==> src/rtl/np_pkg.sv <==
package np_pkg;
  typedef enum logic [1:0] {PH_IDLE, PH_COARSE, PH_FINE} phase_e;
  typedef enum logic [1:0] {HM_OFF, HM_STEADY, HM_PWM} hold_e;

  // log2 of the tick divider for a prescale code (codes above 5 saturate)
  function automatic int unsigned div_shift(input logic [2:0] code);
    case (code)
      3'd1:    return 0;
      3'd2:    return 3;
      3'd3:    return 6;
      3'd4:    return 8;
      default: return 10;
    endcase
  endfunction
endpackage

==> src/rtl/np_prescaler.sv <==
module np_prescaler #(
  parameter int DIV_W = 10
) (
  input  logic       clk,
  input  logic       rst_n,
  input  logic       clr_i,
  input  logic [2:0] code_i,
  output logic       tick_o
);
  import np_pkg::*;

  logic [DIV_W-1:0] cnt_q, cnt_d, limit;
  logic             run;

  always_comb begin
    run    = (code_i != 3'd0);
    limit  = DIV_W'((1 << div_shift(code_i)) - 1);
    tick_o = run && (cnt_q >= limit);
    if (clr_i)        cnt_d = '0;
    else if (!run)    cnt_d = cnt_q;
    else if (tick_o)  cnt_d = '0;
    else              cnt_d = cnt_q + 1'b1;
  end

  always_ff @(posedge clk or negedge rst_n) begin
    if (!rst_n) cnt_q <= '0;
    else        cnt_q <= cnt_d;
  end


  tick_wraps_chk: assert property (@(posedge clk) disable iff (!rst_n)
    (tick_o && !clr_i) |=> (cnt_q == '0));
endmodule

==> src/rtl/np_interval.sv <==
module np_interval #(
  parameter int CNT_W = 8
) (
  input  logic             clk,
  input  logic             rst_n,
  input  logic             trig_i,
  input  logic             tick_i,
  input  logic [CNT_W-1:0] coarse_i,
  input  logic [CNT_W-1:0] fine_i,
  input  logic             repeat_i,
  input  logic             pwm_mode_i,
  output logic             attack_o,
  output logic             req_steady_o,
  output logic             req_pwm_o
);
  import np_pkg::*;

  phase_e           phase_q, phase_d;
  logic [CNT_W-1:0] tcnt_q, tcnt_d, pcnt_q, pcnt_d, lim;
  logic             attack_q, attack_d, match;
  phase_e           start_ph;

  always_comb begin
    start_ph     = (coarse_i != '0) ? PH_COARSE : PH_FINE;
    lim          = (phase_q == PH_COARSE) ? {CNT_W{1'b1}} : fine_i;
    match        = tick_i && (phase_q != PH_IDLE) && (tcnt_q == lim);
    phase_d      = phase_q;
    tcnt_d       = tcnt_q;
    pcnt_d       = pcnt_q;
    attack_d     = attack_q;
    req_steady_o = 1'b0;
    req_pwm_o    = 1'b0;
    if (trig_i) begin
      phase_d  = start_ph;
      tcnt_d   = '0;
      pcnt_d   = '0;
      attack_d = 1'b1;
    end else if (tick_i && phase_q != PH_IDLE) begin
      if (!match) begin
        tcnt_d = tcnt_q + 1'b1;
      end else begin
        tcnt_d = '0;
        if (phase_q == PH_COARSE) begin
          pcnt_d = pcnt_q + 1'b1;
          if ({1'b0, pcnt_q} + 1'b1 >= {1'b0, coarse_i}) phase_d = PH_FINE;
        end else if (repeat_i) begin
          phase_d   = start_ph;
          pcnt_d    = '0;
          attack_d  = ~attack_q;
          req_pwm_o = 1'b1;
        end else begin
          phase_d  = PH_IDLE;
          attack_d = 1'b0;
          if (pwm_mode_i) req_pwm_o    = 1'b1;
          else            req_steady_o = 1'b1;
        end
      end
    end
  end

  always_ff @(posedge clk or negedge rst_n) begin
    if (!rst_n) begin
      phase_q  <= PH_IDLE;
      tcnt_q   <= '0;
      pcnt_q   <= '0;
      attack_q <= 1'b0;
    end else begin
      phase_q  <= phase_d;
      tcnt_q   <= tcnt_d;
      pcnt_q   <= pcnt_d;
      attack_q <= attack_d;
    end
  end

  assign attack_o = attack_q;


  idle_no_attack_chk: assert property (@(posedge clk) disable iff (!rst_n)
    (phase_q == PH_IDLE) |-> !attack_q);
endmodule

==> src/rtl/np_hold.sv <==
module np_hold #(
  parameter int PWM_W = 8
) (
  input  logic             clk,
  input  logic             rst_n,
  input  logic             stop_i,
  input  logic             req_steady_i,
  input  logic             req_pwm_i,
  input  logic [PWM_W-1:0] duty_i,
  input  logic [PWM_W-1:0] top_i,
  output logic             hold_o,
  output logic             active_o
);
  import np_pkg::*;

  hold_e            hmode_q, hmode_d;
  logic [PWM_W-1:0] pcnt_q, pcnt_d;
  logic             level_q, level_d;

  always_comb begin
    hmode_d = hmode_q;
    if (stop_i)            hmode_d = HM_OFF;
    else if (req_pwm_i)    hmode_d = HM_PWM;
    else if (req_steady_i) hmode_d = HM_STEADY;

    level_d = level_q;
    if (pcnt_q == top_i) begin
      pcnt_d  = '0;
      level_d = 1'b1;
    end else begin
      pcnt_d = pcnt_q + 1'b1;
      if (pcnt_q == duty_i) level_d = 1'b0;
    end
  end

  always_ff @(posedge clk or negedge rst_n) begin
    if (!rst_n) begin
      hmode_q <= HM_OFF;
      pcnt_q  <= '0;
      level_q <= 1'b0;
    end else begin
      hmode_q <= hmode_d;
      pcnt_q  <= pcnt_d;
      level_q <= level_d;
    end
  end

  assign hold_o   = (hmode_q == HM_STEADY) || ((hmode_q == HM_PWM) && level_q);
  assign active_o = (hmode_q != HM_OFF);


  wrap_sets_level_chk: assert property (@(posedge clk) disable iff (!rst_n)
    (pcnt_q == top_i) |=> level_q);
endmodule

==> src/rtl/note_pulse_timer.sv <==
module note_pulse_timer #(
  parameter int CNT_W = 8,
  parameter int PWM_W = 8,
  parameter int DIV_W = 10
) (
  input  logic             clk,
  input  logic             rst_n,
  input  logic             trig_i,
  input  logic             stop_i,
  input  logic [CNT_W-1:0] coarse_i,
  input  logic [CNT_W-1:0] fine_i,
  input  logic [2:0]       prescale_i,
  input  logic [1:0]       mode_i,
  input  logic [PWM_W-1:0] pwm_duty_i,
  input  logic [PWM_W-1:0] pwm_top_i,
  output logic             attack_o,
  output logic             hold_o,
  output logic [1:0]       state_o
);
  logic tick, req_steady, req_pwm, hold_active;

  np_prescaler #(.DIV_W(DIV_W)) u_presc (
    .clk(clk), .rst_n(rst_n), .clr_i(trig_i), .code_i(prescale_i), .tick_o(tick)
  );

  np_interval #(.CNT_W(CNT_W)) u_intv (
    .clk(clk), .rst_n(rst_n), .trig_i(trig_i), .tick_i(tick),
    .coarse_i(coarse_i), .fine_i(fine_i),
    .repeat_i(mode_i[0]), .pwm_mode_i(mode_i[1]),
    .attack_o(attack_o), .req_steady_o(req_steady), .req_pwm_o(req_pwm)
  );

  np_hold #(.PWM_W(PWM_W)) u_hold (
    .clk(clk), .rst_n(rst_n), .stop_i(stop_i),
    .req_steady_i(req_steady), .req_pwm_i(req_pwm),
    .duty_i(pwm_duty_i), .top_i(pwm_top_i),
    .hold_o(hold_o), .active_o(hold_active)
  );

  assign state_o = {hold_active, attack_o};


  trig_raises_attack_chk: assert property (@(posedge clk) disable iff (!rst_n)
    trig_i |=> attack_o);

  stop_drops_hold_chk: assert property (@(posedge clk) disable iff (!rst_n)
    stop_i |=> !hold_o);
endmodule

==> config.mk <==
export PLATFORM = sky130hd
export DESIGN_NAME = note_pulse_timer
export DESIGN_NICKNAME = d
export VERILOG_FILES = /design/src/rtl/np_pkg.sv /design/src/rtl/np_prescaler.sv /design/src/rtl/np_interval.sv /design/src/rtl/np_hold.sv /design/src/rtl/note_pulse_timer.sv
export SDC_FILE = /design/constraint.sdc
export NUM_CORES = 1
export LEC_CHECK = 0
export BUFFER_PORTS_ARGS = -buffer_cell sky130_fd_sc_hd__buf_2
export CAP_MARGIN = 0
export CORE_ASPECT_RATIO = 1.25
export CORE_MARGIN = 4
export CORE_UTILIZATION = 55
export DETAILED_ROUTE_END_ITERATION = 8
export PLACE_DENSITY_LB_ADDON = 0.25
export REMOVE_ABC_BUFFERS = 1
export SLEW_MARGIN = 10
export SYNTH_ARGS = -nofsm -noshare
export SYNTH_HDL_FRONTEND = slang
export SYNTH_SLANG_ARGS = --single-unit
==> constraint.sdc <==
create_clock -name clk -period 3.2 [get_ports clk]
set_input_delay 0.16 -clock clk [delete_from_list [all_inputs] [get_ports clk]]
set_output_delay 0.16 -clock clk [all_outputs]
set_load 0.1 [all_outputs]
==> impl_results.md, run 1 <==
- Reg power frac: 49.3%
- Cell taking the most area after synthesis: dfrtp_1
- Via-per-instance ratio: 5.88
- Crit start category: input port
- RSZ-0062 raised after global routing: no
- Vias in the first global route: 2738
- Simple-gate portion of the synthesized area: 25.5%
- Hold Path Class: in2async
- Largest net degree at the start of global routing: 41
- Max FO, Critical Path: 11
- Sw Ratio: roughly a third
- Min cycle time layout: 2.70 ns
- Proportion of synthesized area in mux cells: under 10%
- Tot GR Track Use: 22.0%
- Post-CTS resize count: 0
- Port Buffer Count: 44
- Clk slew on worst S/H paths: 0.08 ns
- CTS Hold Bufs: 0
- Initial Util: around 57%
- Netlist cell types: 60
- Final instance area: 3440 um2
- Most frequent cells after synthesis: nor2_1 (43), dfrtp_1 (40), xnor2_1 (30)
- Leak: 1.59 nW
- Pwr Density: ~380 nW/um2
- Cell Area, Synth: around 3100 um2
- Max-Cap Viols: 0
- Adder-cell share of the synthesized area: under 10%
- Routed len/inst: 14.9 um
- Worst Skew: between 0.01 and 0.015 ns
- Avg Cell Area, Syn: 8.58 um2
- Die area: 6940 um2
- Power Internal: roughly 0.00090 W
- Root Buffer: clkbuf_8
- Core Area: 5480 um2
- VDD IR max: 0.345 mV
- Ys Warns: 0
- Drt pass-1 iters: 4
- DRT met1 WL: about 3 mm
- Setup TNS: 0 ns
- Worst endpoint required time: 3.38 ns
- R2R setup slack: 0.67 ns
- Area growth syn-to-layout: 10.6%
- Least-Margin Pin Slew: 0.913 ns
- Fin crit share: 84.3%
- Share of cells above drive strength 1: approximately 15%
- Main flop type after synthesis: dfrtp_1
- Site row count: 30
- 1st-iter DRT viols: 118
- Global-route wire length before repair: about 12 mm
- Max Clk Rate: 371 MHz
- DRC viols: 0
- Synth top area share: 32.1%
- Largest family of logic cells by synthesized area: simple AND/OR/NAND/NOR gates
- Fin util: between 60% and 70%
- DR WL met2: 3.55 mm
- Worst Setup End Kind: flop
- Post-CTS setup buffers: 0
- Rel. slew slack: approximately two fifths
- Psw: 0.000426 W
- Nets@finish: 465
- Final Hold Viols: 0
- Antenna Nets Post-Route: 0
- Total Wirelength: 6.94 mm
- Synth Area in Compound Gates: 14.3%
- Yosys reg bits: 40
- DR vias: 2739
- Register area share after synthesis: 32.1%
- CP Class: in2reg
- Top-count cell post-synth: nor2_1
- Post-route setup slack: 0.503 ns
- Met3 wire len: around 260 um
- Worst EP arrival: 2.87 ns
- Antenna violations before repair: 0
- RePlAce Congestion: 0.890
- CTS tree: built
- CTS Buffer Depth: 2
- Area after DPL: 3350 um2
- Filler cell count: around 480
- Die height: 92.1 um
- Combinational power share: 24.1%
- Main area contributors after synthesis: dfrtp_1 (32%), ha_1 (9.2%), xnor2_1 (8.4%)
- Async S/R FF share, synth: between 90% and 100%
- CTS Buf Count: 5
- Synthesized instance count: 363
- Clock sinks: 40
- Grt ovf: 0
- Placed cell count: 458
- Clock Latency Late Sink: 0.29 ns
- Place WS: between 0.2 and 0.25 ns
- DP HPWL: 5.32 mm
- Status: finished, final reports clean
- Slew Viols, Final: 0
- Deepest level of the CTS H-tree: 2
- Clk network pwr share: 26.6%
- Antenna fix cells: 0
- Uppermost layer routed: met4
- Final cell count without fillers: between 400 and 500
- Die width: approximately 75 um
- Final setup vio count: 0
- Post-synth EDFFs: 0
- Xor and xnor area share after synthesis: 11.8%
- I/O Pins: 45
layout make-up:
cell class	count	area, um2	share of cell area (%)
clock buffers	6	82.6	2.40
well taps	64	80.1	2.32
inverters	15	56.3	1.63
multi-input cells	293	1980	57.5
clock inverters	2	10.0	0.291
flip-flops and latches	40	1000	29.1
repair buffers	46	235	6.83
metrics by stage:
step           power, W  hold slack [ns]
3_3_place_gp   0.000971            0.329
6_report        0.00132          0.00491
4_1_cts         0.00134           0.0249
5_1_grt         0.00142           0.0364
2_1_floorplan  0.000874           -0.136
3_5_place_dp   0.000984            0.332
worst max-delay path: stages:
cell     delay (ns)
buf_2          0.15
nor2_1         0.10
nand2_1        0.08
ha_1           0.23
nor3b_1        0.20
a21oi_1        0.07
ha_1           0.28
nand2_1        0.09
nor2_4         0.12
or3b_1         0.38
a21o_1         0.27
or4b_1         0.58
o211a_1        0.15
per-layer routing:
metal	up-vias	GRT usage [%]
met5	-	0
met4	0	6.71
met3	9	3.29
met2	51	36.8
met1	1307	28.6
li1	1372	-
sequential cells by signal, indices dropped and copies added, names as in the netlist:
signal	cells
u_hold.level_q	1
u_hold.pcnt_q	8
u_presc.cnt_q	10
u_intv.tcnt_q	8
u_hold.hmode_q	2
u_intv.phase_q	2
u_intv.pcnt_q	8
u_intv.attack_o	1
cells by family (layout without fill, tap and decap cells):
logic type	after synthesis	after routing
AO/OA/AOI/OAI	69	69
buffers and inverters	30	69
XOR/XNOR	42	42
multiplexers	8	8
adder cells (fa/ha/maj)	23	23
other	1	1
AND/OR/NAND/NOR	150	150
flip-flops	40	40
layout by cell type, fill, tap and decap left out, drive strengths merged, types with 6 or more instances in the layout:
cell     n
nand2b   9
dfrtp   40
mux2i    7
nor2    44
and3     8
nand4   10
clkbuf   6
nor3     8
nand2   26
inv     15
nand3   15
a21oi   22
buf     46
xor2    12
xnor2   30
ha      23
o21ai   15
path summary, 6_finish.rpt:
kind	end	cells after the start	from
hold reg to reg	u_hold.level_q$_DFFE_PN0P_	2	u_hold.level_q$_DFFE_PN0P_
min in group clk	u_hold.hmode_q[0]$_DFFE_PN0P_	2	stop_i
setup reg to reg	u_hold.hmode_q[1]$_DFFE_PN0P_	6	u_intv.phase_q[1]$_DFFE_PN0P_
hold / removal	u_presc.cnt_q[2]$_DFFE_PN0P_	1	rst_n
setup / recovery	u_hold.hmode_q[1]$_DFFE_PN0P_	13	prescale_i[2]
max in group asynchronous	u_hold.hmode_q[0]$_DFFE_PN0P_	1	rst_n
power by group through the flow:
stage                     logic, W  clock network [W]  registers (W)
after floorplan           0.000235                  0       0.000639
after global placement    0.000310                  0       0.000662
after detailed placement  0.000321                  0       0.000663
after CTS                 0.000324           0.000359       0.000653
after global routing      0.000369           0.000383       0.000664
final                     0.000319           0.000352       0.000653
No activity file was read; power rests on OpenSTA's default activity.
==> run 2, diff against run 1 <==
- clock period: 3.2 -> 2.7 ns (I/O delays scaled with it)
==> run 2 against run 1 <==
Effect of this change: the run now ends with negative hold slack left; register-to-register slack got worse by 0.36 ns; critical path depth unchanged; sequential power increased by 18%; sequential share of layout area is 0.84 points lower; wire length is 2.1% higher; flip-flop and latch count unchanged.
==> impl_results.md, run 2 (same netlist as run 1, synthesis figures left out) <==
- Share of cells above drive strength 1: 17.8%
- Drt pass-1 iters: 4
- Worst Setup End Kind: flop
- Commonest non-fill, non-tap cell in the layout: buf_2
- Clock sinks: 40
- RePlAce Congestion: 0.878
- Root Buffer: clkbuf_8
- Register area: 1000 um2
- CTS tree: built
- CP Class: in2reg
- Largest Register: u_presc.cnt_q
- Antenna fix cells: 0
- Initial Util: 56.8%
- Failing checks: negative hold slack
- Tot GR Track Use: 22.1%
- Total Wirelength: between 7 and 8 mm
- Via-per-instance ratio: 5.93
- Clock Latency Late Sink: 0.29 ns
- Filler cell count: 476
- Antenna Nets Post-Route: 0
- Area growth syn-to-layout: 13.9%
- I/O Pins: 45
- DR vias: 2841
- Port Buffer Count: 44
- Most frequent cells in the layout: buf_2 (44), nor2_1 (42), dfrtp_1 (40)
- Final cell count without fillers: about 480
- Max reg flops: 10
- Routed len/inst: 14.8 um
- Core Area: 5480 um2
- Die height: between 90 and 100 um
- VDD IR max: around 0.41 mV
- Worst Skew: 0.0121 ns
- Placed cell count: 471
- Status: finished, violations left
- Largest net degree at the start of global routing: a little over 40
- DRC viols: 0
- Area after DPL: 3450 um2
- Max Clk Rate: 417 MHz
- Clk slew on worst S/H paths: ~0.08 ns
- Final Hold Viols: 40
- Antenna violations before repair: 0
- Leak: 1.65 nW
- 1st-iter DRT viols: 145
- CTS Buf Count: 5
- Site row count: 30
- Slew Viols, Final: 0
- Pwr Density: 445 nW/um2
- CTS Hold Bufs: 0
- Rel. slew slack: 39.2%
- Deepest level of the CTS H-tree: 2
- Worst EP arrival: 2.59 ns
- Die width: approximately 75 um
- Fin crit share: 88.9%
- Grt ovf: 0
- RSZ-0062 raised after global routing: no
- Nets@finish: 478
- Final setup vio count: 0
- CTS Buffer Depth: 2
- Min cycle time layout: about 2.4 ns
- Max-Cap Viols: 0
- Die area: 6940 um2
- Crit start category: input port
- Least-Margin Pin Slew: roughly 0.91 ns
- Fin util: 64.7%
- Max FO, Critical Path: 4
- Worst hold slack: -0.0242 ns
- Hold Path Class: in2async
- Final instance area: about 3500 um2
- Global-route wire length before repair: ~12 mm
- Setup TNS: 0 ns
- Vias in the first global route: 2753
- Multi-input logic area: 1990 um2
- DP HPWL: 5.43 mm
- Worst endpoint required time: around 2.9 ns
run 2: cell count changes in the layout (fill, tap and decap cells not counted):
cell | previous run | this run
buf_4 | 2 | 15
clkbuf_1 | 0 | 2
clkinv_2 | 2 | 0
nor2_1 | 43 | 42
nor2_4 | 1 | 2
run 2: critical path, cell delays in order:
cell and delay [ns]:
buf_2 0.10, nor2_1 0.09, nand2_1 0.08, ha_1 0.19
nor3b_1 0.19, a21oi_1 0.06, ha_1 0.27, nand2_1 0.09
nor2_4 0.10, or3b_1 0.37, a21o_1 0.20, or4b_1 0.55
o211a_1 0.15
run 2: power breakdown:
part / internal (W) / switching [W]
Clock: 0.000209 / 0.000207
Combinational: 0.000203 / 0.000190
Sequential: 0.000665 / 0.000105
Total: 0.00108 / 0.000502
run 2: final cells by class:
type,count,area share [%]
well taps,64,2.26
inverters,15,1.59
flip-flops and latches,40,28.2
multi-input cells,293,56.0
clock buffers,8,2.54
repair buffers,59,9.38
run 2: routing by layer:
metal / vias up / global-route usage [%] / share of wire [%] / wire [um]
li1: 1398 / - / - / -
met1: 1366 / 29.0 / 44 / 3090
met2: 62 / 35.4 / 50 / 3530
met3: 15 / 3.40 / 4.2 / 294
met4: 0 / 8.75 / 2.3 / 165
met5: - / 0 / 0 / 0
run 2: final timing paths:
check	endpoint	from	slack, ns	cells after the start
min	u_presc.cnt_q[9]$_DFFE_PN0P_	rst_n	-0.02	1
max reg2reg	u_intv.phase_q[0]$_DFFE_PN0P_	u_intv.pcnt_q[1]$_DFFE_PN0P_	0.31	10
min reg2reg	u_hold.level_q$_DFFE_PN0P_	u_hold.level_q$_DFFE_PN0P_	0.55	2
min in group clk	u_hold.hmode_q[0]$_DFFE_PN0P_	stop_i	0.02	2
max	u_hold.hmode_q[1]$_DFFE_PN0P_	prescale_i[1]	0.30	13
max in group asynchronous	u_presc.cnt_q[2]$_DFFE_PN0P_	rst_n	2.15	1
run 2: repair_timing:
action / in CTS / in global routing
setup buffers: 0 / 0
endpoints found under the hold margin: 0 / 0
resized for setup: 0 / 2
setup endpoints to repair: 0 / 2
run 2: stage by stage:
step / setup WS (ns) / power, W
global placement: 0.0421 / 0.00116
floorplan: 0.104 / 0.00104
CTS: 0.260 / 0.00159
global route: 0.0181 / 0.00168
finish: 0.300 / 0.00158
detailed placement: -0.0191 / 0.00118
==> run 3, diff against run 2 <==
- CORE_UTILIZATION: 55 -> 45
- PLACE_DENSITY_LB_ADDON: 0.25 -> 0.1
==> run 3 against run 2 <==
Effect of this change: the run still ends with negative hold slack left; die area rose by 20%; largest cell class unchanged; largest power group unchanged; critical path depth unchanged; via count shrank 1.8%.
==> impl_results.md, run 3 (same netlist as run 1, synthesis figures left out) <==
- Status: finished, violations left
- Failing checks: negative hold slack
- RePlAce Congestion: 0.864
- Share of cells above drive strength 1: 18.1%
- Most frequent cells in the layout: buf_2 (44), nor2_1 (43), dfrtp_1 (39)
- Global-route wire length before repair: 12.7 mm
- GR peak layer: met2
- CTS Buf Count: 5
- Least-Margin Pin Slew: 0.932 ns
- Core Area: 6650 um2
- Worst Setup End Kind: flop
- Fin util: 53.8%
- Commonest non-fill, non-tap cell in the layout: buf_2
- Rel. slew slack: 37.9%
- RSZ-0062 raised after global routing: no
- Min cycle time layout: 2.42 ns
- Worst Skew: 0.0167 ns
- CTS tree: built
- Crit start category: input port
- 1st-iter DRT viols: about 120
- Vias in the first global route: 2762
- Die height: 101 um
- Final Hold Viols: 40
- CP Class: in2reg
- Max FO, Critical Path: 4
- Worst EP arrival: 2.62 ns
- Drt pass-1 iters: 5
- Via-per-instance ratio: 5.56
- Max Clk Rate: 413 MHz
- Max reg flops: 10
- Area after DPL: 3470 um2
- Die width: 82.4 um
- Die area: 8330 um2
- Root Buffer: clkbuf_8
- Setup TNS: 0 ns
- Grt ovf: 0
- Final instance area: between 3000 and 4000 um2
- Clock Latency Late Sink: 0.31 ns
- R2R setup slack: 0.34 ns
- Cell Chain, Critical Path: buf_2 > nor2_1 > nand2_1 > ha_1 > nor3b_1 > a21oi_1 > ha_1 > nand2_1 > nor2_4 > or3b_1 > a21o_1 > or4b_1 > o211a_1
- Largest Register: u_presc.cnt_q
- Antenna Nets Post-Route: 0
- Leak: about 1.6 nW
- GR met3 Demand/Resource: around 2.9%
- Clock sinks: 40
- Antenna fix cells: 0
- Worst endpoint required time: 2.90 ns
- DP HPWL: 5.61 mm
- Bufs and invs on worst path: 1
- I/O Pins: 45
- Post-CTS setup buffers: 0
- Fin crit share: 89.7%
- Nets@finish: 478
- Tot GR Track Use: about a fifth
- Critical Path Slowest Stage Cell: or4b_1
- DR vias: 2790
- Filler cell count: 636
- Final setup vio count: 0
- Deepest level of the CTS H-tree: 2
- Routing usage on met2: 31.3%
- Max-Cap Viols: 0
- VDD IR max: 0.400 mV
- Clk slew on worst S/H paths: 0.09 ns
- Slew Viols, Final: 0
- CTS Buffer Depth: 2
- Port Buffer Count: 44
- Pwr Density: 447 nW/um2
- CP peak stage delay: about 0.55 ns
- Site row count: 33
- Met1 usage: between 20% and 30%
- Routed len/inst: 14.3 um
- Largest net degree at the start of global routing: 41
- DRC viols: 0
- Worst hold slack: -0.0274 ns
- Area growth syn-to-layout: 14.9%
- Initial Util: between 40 and 50%
- CP top delay family: simple AND/OR/NAND/NOR gates
- Antenna violations before repair: 0
- Total Wirelength: 7.18 mm
- Hold Path Class: in2async
[run 3: cell count changes in the layout (fill, tap and decap cells not counted), sizes merged]
cell | before | now
buf | 59 | 58
dlygate4sd3 | 0 | 1
clkinvlp | 0 | 2
clkbuf | 8 | 6
[run 3: report_power, final]
group | internal (W) | switching (W) | leakage, nW | total (W)
clock network | 0.000207 | 0.000231 | 0.0434 | 0.000438
registers | 0.000665 | 0.000104 | 0.531 | 0.000769
logic | 0.000204 | 0.000190 | 1.07 | 0.000394
[run 3: metal layers]
metal | wire (um) | vias up | part of all wire (%)
met5 | 0 | - | 0
met4 | 103 | 0 | 1.4
met3 | 268 | 10 | 3.7
met2 | 3480 | 51 | 48
met1 | 3320 | 1333 | 46
li1 | - | 1396 | -
[run 3: what timing repair did]
action,in CTS,in global routing
endpoints found under the setup margin,0,1
hold buffers,1,0
endpoints found under the hold margin,1,0
gates resized for setup,0,1
[run 3: final cells by class]
cell class,instances,area [um2],share of cell area (%)
sequential,40,1000,28.0
multi-input combinational,293,1980,55.3
clock inverter,2,15.0,0.419
inverter,15,56.3,1.57
clock buffer,6,82.6,2.31
timing repair buffer,59,335,9.37
tap,87,109,3.04
[run 3: stage by stage]
stage	cells	hold WS [ns]	setup WS [ns]	power, W
finish	502	-0.0274	0.279	0.00160
global placement	493	0.301	0.00526	0.00117
CTS	502	0.00258	0.277	0.00162
detailed placement	493	0.312	-0.0410	0.00118
floorplan	348	-0.161	0.104	0.00104
global route	502	0.0363	0.0481	0.00171
[run 3: path summary, 6_finish.rpt]
check / from / endpoint / depth (start not counted)
min: rst_n / u_intv.tcnt_q[1]$_DFFE_PN0P_ / 1
max: prescale_i[1] / u_hold.hmode_q[1]$_DFFE_PN0P_ / 13
max reg2reg: u_intv.pcnt_q[0]$_DFFE_PN0P_ / u_intv.phase_q[0]$_DFFE_PN0P_ / 10
min reg2reg: u_hold.level_q$_DFFE_PN0P_ / u_hold.level_q$_DFFE_PN0P_ / 2
max in group asynchronous: rst_n / u_intv.pcnt_q[0]$_DFFE_PN0P_ / 1
min in group clk: pwm_top_i[3] / u_hold.level_q$_DFFE_PN0P_ / 4
